File: src/rtl/pkt_frame_pkg.sv
package pkt_frame_pkg;

    localparam int HDR_BITS = 24;
    localparam int PAR_W    = 6;
    localparam int WC_W     = 16;
    localparam int NFLAG    = 8;

    localparam int F_HDR_FIX = 0;
    localparam int F_HDR_BAD = 1;
    localparam int F_CRC_BAD = 2;
    localparam int F_ORDER   = 3;
    localparam int F_NO_END  = 4;
    localparam int F_STALL   = 5;
    localparam int F_EARLY   = 6;
    localparam int F_EVT     = 7;

    localparam logic [7:0] SC_LINE_OPEN  = 8'h80;
    localparam logic [7:0] SC_LINE_CLOSE = 8'h81;
    localparam logic [7:0] SC_FRM_OPEN   = 8'h82;
    localparam logic [7:0] SC_FRM_CLOSE  = 8'h83;

    localparam logic [15:0] CRC_SEED = 16'hFFFF;
    localparam logic [15:0] CRC_POLY = 16'h8408;

    typedef enum logic [2:0] {
        ST_IDLE,
        ST_HDR,
        ST_PAY,
        ST_CRC,
        ST_DRAIN,
        ST_BODY
    } frm_state_t;

    function automatic logic [PAR_W-1:0] ecc_col(input int idx);
        logic [PAR_W-1:0] r;
        logic [PAR_W-1:0] v6;
        int n;
        r = '0;
        n = 0;
        for (int v = 0; v < (1 << PAR_W); v++) begin
            v6 = PAR_W'(v);
            if (($countones(v6) >= 3) && (^v6)) begin
                if (n == idx) r = v6;
                n++;
            end
        end
        return r;
    endfunction

    function automatic logic [15:0] crc_step(input logic [15:0] c, input logic [7:0] d);
        logic [15:0] r;
        r = c;
        for (int i = 0; i < 8; i++) begin
            if (r[0] ^ d[i]) r = (r >> 1) ^ CRC_POLY;
            else             r = r >> 1;
        end
        return r;
    endfunction

endpackage

File: src/rtl/pkt_hdr_ecc.sv
module pkt_hdr_ecc
    import pkt_frame_pkg::*;
(
    input  logic [HDR_BITS-1:0] hdr_in,
    input  logic [PAR_W-1:0]    par_in,
    output logic [HDR_BITS-1:0] hdr_out,
    output logic                fixed,
    output logic                bad
);

    logic [PAR_W-1:0] col [HDR_BITS];

    for (genvar g = 0; g < HDR_BITS; g++) begin : g_col
        localparam logic [PAR_W-1:0] CODE = ecc_col(g);
        assign col[g] = CODE;
    end

    logic [PAR_W-1:0] calc;
    logic [PAR_W-1:0] syn;
    logic             hit;

    always_comb begin
        calc = '0;
        for (int i = 0; i < HDR_BITS; i++) begin
            if (hdr_in[i]) calc = calc ^ col[i];
        end
        syn     = calc ^ par_in;
        hdr_out = hdr_in;
        fixed   = 1'b0;
        bad     = 1'b0;
        hit     = 1'b0;
        if (syn != '0) begin
            if (!(^syn)) begin
                bad = 1'b1;
            end else if ($countones(syn) == 1) begin
                fixed = 1'b1;
            end else begin
                for (int i = 0; i < HDR_BITS; i++) begin
                    if (syn == col[i]) begin
                        hdr_out[i] = ~hdr_in[i];
                        hit        = 1'b1;
                    end
                end
                fixed = hit;
                bad   = !hit;
            end
        end
    end

endmodule

File: config.mk
export PLATFORM = sky130hd
export DESIGN_NAME = pkt_hdr_ecc
export DESIGN_NICKNAME = d
export VERILOG_FILES = /design/src/rtl/pkt_frame_pkg.sv /design/src/rtl/pkt_hdr_ecc.sv
export SDC_FILE = /design/constraint.sdc
export NUM_CORES = 1
export LEC_CHECK = 0
export ABC_CLOCK_PERIOD_IN_PS = 13620
export BUFFER_PORTS_ARGS = -buffer_cell sky130_fd_sc_hd__buf_2
export CORE_MARGIN = 10
export CORE_UTILIZATION = 39
export DETAILED_ROUTE_END_ITERATION = 8
export PLACE_DENSITY = 0.77
export SLEW_MARGIN = 25
export SYNTH_ARGS = -nofsm -noshare
export SYNTH_HDL_FRONTEND = slang
export SYNTH_SLANG_ARGS = --single-unit
File: constraint.sdc
create_clock -name vclk -period 13.62
set_input_delay 2.043 -clock vclk [all_inputs]
set_output_delay 2.043 -clock vclk [all_outputs]
set_load 0.005 [all_outputs]
Word-level counts from Yosys, hierarchy flattened
Index checks and enable logic that the tools add are counted.
{"block": "word_totals", "romBits": 0, "input_bits": 30, "wordCells": 165, "n_memories": 0, "ram_bits": 0, "latchBits": 0, "ff_bits": 0, "output_inout_bits": 26}
{"block": "op_classes", "reduce_logical": 3, "n_mul": 0, "shifts": 0, "magnitude_cmp": 0, "n_div": 0, "bitwise": 48, "addsub": 5, "n_mux": 84, "eq_ne": 25}
{"op": "$eq A6 B6 Y1 const B", "count": 13}
{"op": "$mux W6", "count": 13}
{"op": "$mux W24", "count": 3}
{"op": "$mux W1", "count": 57}
{"op": "$not A3 Y3", "count": 18}
{"op": "$eq A6 B5 Y1 const B", "count": 7}
{"op": "$mux W5", "count": 7}
{"op": "$not A1 Y1", "count": 24}
{"op": "$not A5 Y5", "count": 4}
{"op": "$eq A6 B4 Y1 const B", "count": 3}
{"op": "$mux W4", "count": 3}
{"op": "$add A1 B1 Y2", "count": 3}
{"op": "$eq A6 B3 Y1 const B", "count": 1}
{"op": "$reduce_bool A6 Y1", "count": 1}
{"op": "$reduce_xor A6 Y1", "count": 1}
{"op": "$xor A6 B6 Y6", "count": 1}
{"op": "$add A3 B2 Y4", "count": 1}
{"op": "$eq A4 B1 Y1 const B", "count": 1}
{"op": "$add A2 B2 Y3", "count": 1}
{"op": "$mux W3", "count": 1}
{"op": "$not A2 Y3", "count": 1}
{"op": "$logic_not A1 Y1", "count": 1}

Depth between registers and ports, before layout
{"block": "logic_depth", "word_depth": 80, "mapped_depth": 16, "depth_no_buf": 16}

Worst setup path after synthesis
OpenSTA, ideal clock, no wires.
{"block": "synth_timing", "path_kind": "input -> output", "startpoint": "in hdr_in[9]", "endpoint": "out hdr_out[15]", "slack_ns": 5.811, "t_required_ns": 11.577, "arrival_time_ns": 5.766, "path_stages": 13, "path_buffers": 1, "cell_sequence": "xnor2_2 -> xnor3_1 -> xnor3_2 -> fa_1 -> inv_1 -> fa_1 -> ha_1 -> fa_1 -> nor3b_1 -> or4_1 -> buf_2 -> nor2_1 -> xor2_1"}
{"block": "synth_between", "elab_chain_cells": 30, "elab_cells_between_ends": 41, "cone_classes": "4 x add/sub; 2 x eq/ne; 19 x mux; 14 x bitwise; 2 x reduce/logical"}
{"element": "start, declared", "line_no": "pkt_hdr_ecc.sv:4", "source": "input logic [HDR_BITS-1:0] hdr_in,"}
{"element": "$mux W5 (*)", "line_no": "pkt_hdr_ecc.sv:25", "source": "if (hdr_in[i]) calc = calc ^ col[i];"}
{"element": "$not A5 Y5 (no line)"}
{"element": "$mux W5 (*)", "line_no": "pkt_hdr_ecc.sv:25"}
{"element": "$mux W6 (*)", "line_no": "pkt_hdr_ecc.sv:25"}
{"element": "$not A3 Y3 (no line) / $mux W6 (equally long branches)"}
{"element": "$mux W6 (*)", "line_no": "pkt_hdr_ecc.sv:25"}
{"element": "$not A3 Y3 (no line)"}
{"element": "$mux W6 (*) (3 in a row)", "line_no": "pkt_hdr_ecc.sv:25"}
{"element": "[... 12 more ...]"}
{"element": "$xor A6 B6 Y6 (*)", "line_no": "pkt_hdr_ecc.sv:27", "source": "syn = calc ^ par_in;"}
{"element": "$add A1 B1 Y2 (implied by the code)", "line_no": "pkt_hdr_ecc.sv:35", "source": "end else if ($countones(syn) == 1) begin"}
{"element": "$add A2 B2 Y3 (implied by the code)", "line_no": "pkt_hdr_ecc.sv:35"}
{"element": "$add A3 B2 Y4 (implied by the code)", "line_no": "pkt_hdr_ecc.sv:35"}
{"element": "$eq A4 B1 Y1", "line_no": "pkt_hdr_ecc.sv:35"}
{"element": "$mux W24", "line_no": "pkt_hdr_ecc.sv:35"}
{"element": "$mux W24", "line_no": "pkt_hdr_ecc.sv:33", "source": "if (!(^syn)) begin"}
{"element": "$mux W24 (*)", "line_no": "pkt_hdr_ecc.sv:32", "source": "if (syn != '0) begin"}
{"element": "end, declared", "line_no": "pkt_hdr_ecc.sv:6", "source": "output logic [HDR_BITS-1:0] hdr_out,"}
Every way passes the cells marked *; elsewhere a longest branch is shown, timed or not.

Worst setup path after layout
{"block": "layout_timing", "startpoint": "in hdr_in[17]", "endpoint": "out hdr_out[4]"}
{"block": "layout_between", "elab_chain_cells": 20, "elab_cells_between_ends": 27, "cone_classes": "5 x add/sub; 2 x eq/ne; 11 x mux; 7 x bitwise; 2 x reduce/logical"}
{"element": "$mux W6 (*)", "line_no": "pkt_hdr_ecc.sv:25"}
{"element": "$not A3 Y3 (no line)"}
{"element": "$mux W6 (*)", "line_no": "pkt_hdr_ecc.sv:25"}
{"element": "$not A3 Y3 (no line)"}
{"element": "$mux W6 (*)", "line_no": "pkt_hdr_ecc.sv:25"}
{"element": "$not A3 Y3 (no line)"}
{"element": "$mux W6 (*)", "line_no": "pkt_hdr_ecc.sv:25"}
{"element": "$not A5 Y5 (no line)"}
{"element": "$mux W6 (*)", "line_no": "pkt_hdr_ecc.sv:25"}
{"element": "$not A3 Y3 (no line)"}
{"element": "$mux W6 (*)", "line_no": "pkt_hdr_ecc.sv:25"}
{"element": "$not A5 Y5 (no line)"}
{"element": "$mux W6 (*)", "line_no": "pkt_hdr_ecc.sv:25"}
{"element": "$xor A6 B6 Y6 (*)", "line_no": "pkt_hdr_ecc.sv:27"}
{"element": "branches (longest 5 deep; another with $add A3 B2 Y4)"}
{"element": "$mux W24 (*)", "line_no": "pkt_hdr_ecc.sv:32"}
Every way passes the cells marked *.

==> flow_summary.yaml <==
worst_setup_path:
  arrival_ps: 6360
  path_max_fanout: 8
  critPathLaunchType: "input pin"
  endpoint_kind: "primary output"
  critPathSlowestCell: "xnor3_2"
  cp.required_ps: 11580
  slowest_delay_ps: 590
  cpLargestDelayFamily: "adder cells"
  worstSetupPathType: "in -> out"
  path_common_cell: "fa_1"
  critPathBufInv: 3
  path_cells: "buf_2 -> xor2_2 -> xor2_2 -> xnor3_2 -> fa_1 -> inv_1 -> fa_1 -> ha_1 -> fa_1 -> nor3b_1 -> nand2b_1 -> and4bb_2 -> nand3_1 -> xnor2_1 -> buf_2"
grt:
  busiest_layer: "met2"
  grt-ovfl-total: 0
  grt_max_degree: 10
  grtUsageTotal: 0.116
  grt_use_met1: 0.141
  use_met3: 0.0259
  grt_pass1_wl_microns: 6240
  antenna_found_initial: 0
  gr-usage-met2: 0.209
  first_global_vias: 1361
sta:
  rsz0062_at_grt: "false"
  relSlewSlack: 0.594
  maxSlewViolCount: 0
  layout_min_cycle_time_ps: 8410
  worstMarginPinSlew_ps: 594
  finalCritPeriodShare: 0.617
  fin_ws_ps: 5210
  fmax_mhz: 119
  setup-violations-final: 0
  hold_violations: 0
  tns_ps: 0
synthesis:
  avgSynthCellArea_sq_um: 8.14
  ys_warn_count: 0
  synth-seq-area-share: 0
  synthCells: 171
  syn-cell-area_sq_um: 1390
  synth_nets: 213
  ys_types: 32
layout:
  mostFrequentLayoutCell: "buf_2"
  clockBufferCount: 0
  areaGrowthSynthToFinish_pct: 23.7
  n_sequential_cell: 0
  diodes: 0
  seq_area_sq_um: 0
  fillCellCount: 349
  utilization: 0.508
  fin_area_sq_um: 1720
  drive_above_1_share: 0.280
  layout_common_cells: "buf_2, xnor2_1, xor2_1"
  layout.nets: 269
drt:
  totalWireLength_microns: 4020
  drt_pass1_iterations: 4
  drc_errors: 0
  wl_per_cell_microns: 14.8
  vias: 1347
  viasPerCell: 4.97
  initialDrtViolationCount: 136
  ant_nets: 0
place:
  gp_congestion: 0.918
  place_area_sq_um: 1720
  place_hpwl_microns: 3560
  place_ws_ps: 5210
  port_buffers: 56
power:
  power.share.clock: 0
  p_seq_frac: 0
  combPwrFrac: 1.000
  power.share.switching: 0.577
  p_switching_uw: 248
  peakVddDrop_uv: 131
  p_int_uw: 182
  finalPower_uw: 429
  power_density_nw_per_um2: 250
  p_leak_nw: 0.807
job:
  drv_cap: 0
clock_network:
  cts_resized: 0
  ctsHoldBuffers: 0
  post_cts_buffers: 0
floorplanning:
  row_count: 21
  die_area_sq_um: 6360
  die_w_microns: 79.7
  ios: 56
  die_h_microns: 79.7
  core_area_sq_um: 3390
  start_util: 0.410
outcome:
  status: "finished clean"
min_path:
  hold_path_class: "in -> out"
layer usage:
layer	vias up	share of wire	wire, microns
li1	670	-	-
met3	4	0.095	381
met4	0	0.0055	22
met1	614	0.42	1670
met5	-	0	0
met2	59	0.48	1950
path summary, 6_finish.rpt:
path	end	startpoint	depth (start not counted)	slack, ps
setup / recovery	hdr_out[4]	hdr_in[17]	15	5210
hold / removal	hdr_out[2]	hdr_in[2]	3	4390
power by group through the flow:
stage / Sequential (mW) / Clock, mW / Combinational, mW
2_1_floorplan: 0 / 0 / 0.320
3_3_place_gp: 0 / 0 / 0.421
3_5_place_dp: 0 / 0 / 0.432
4_1_cts: 0 / 0 / 0.432
5_1_grt: 0 / 0 / 0.489
6_report: 0 / 0 / 0.429
stage by stage:
| step | instances | hold slack [ps] |
|---|---|---|
| floorplan | 171 | 4140 |
| CTS | 271 | 4390 |
| detailed placement | 271 | 4390 |
| finish | 271 | 4390 |
| global route | 271 | 4400 |
| global placement | 271 | 4390 |
synthesized netlist by cell type (all sizes together):
cell / n / share of area
nand2b: 1 / 0.0045
buf: 1 / 0.0036
nor3b: 1 / 0.0054
xnor3: 4 / 0.066
o21ai: 6 / 0.022
fa: 3 / 0.043
nand2: 9 / 0.024
o41ai: 1 / 0.0063
ha: 9 / 0.081
and3: 6 / 0.027
o211ai: 1 / 0.0054
clkbuf: 1 / 0.0027
or3b: 1 / 0.0063
or3: 1 / 0.0045
and4bb: 1 / 0.0090
inv: 6 / 0.016
xnor2: 48 / 0.31
or4: 1 / 0.0054
a22o: 2 / 0.013
a2111oi: 1 / 0.0063
xor2: 31 / 0.21
a31oi: 3 / 0.013
a21oi: 1 / 0.0036
and2: 2 / 0.0090
nand3: 8 / 0.029
nor2: 18 / 0.049
mux2i: 3 / 0.022
a21o: 1 / 0.0054
final cells by class:
type,count,area (sq um),share of cell area
inverters,6,22.5,0.0131
repair buffers,56,280,0.163
multi-input cells,163,1360,0.791
well taps,46,57.6,0.0335
kinds of logic after synthesis:
family                     count (synthesis)  share of synthesized area
AOI/OAI and AO/OA                         16                     0.0746
xor gates and xnor gates                  83                      0.585
muxes                                      3                     0.0216
adders and majority gates                 12                      0.124
and+or+nand+nor                           49                      0.173
buffers and inverters                      8                     0.0225
Power figures use the tool's default switching activity.
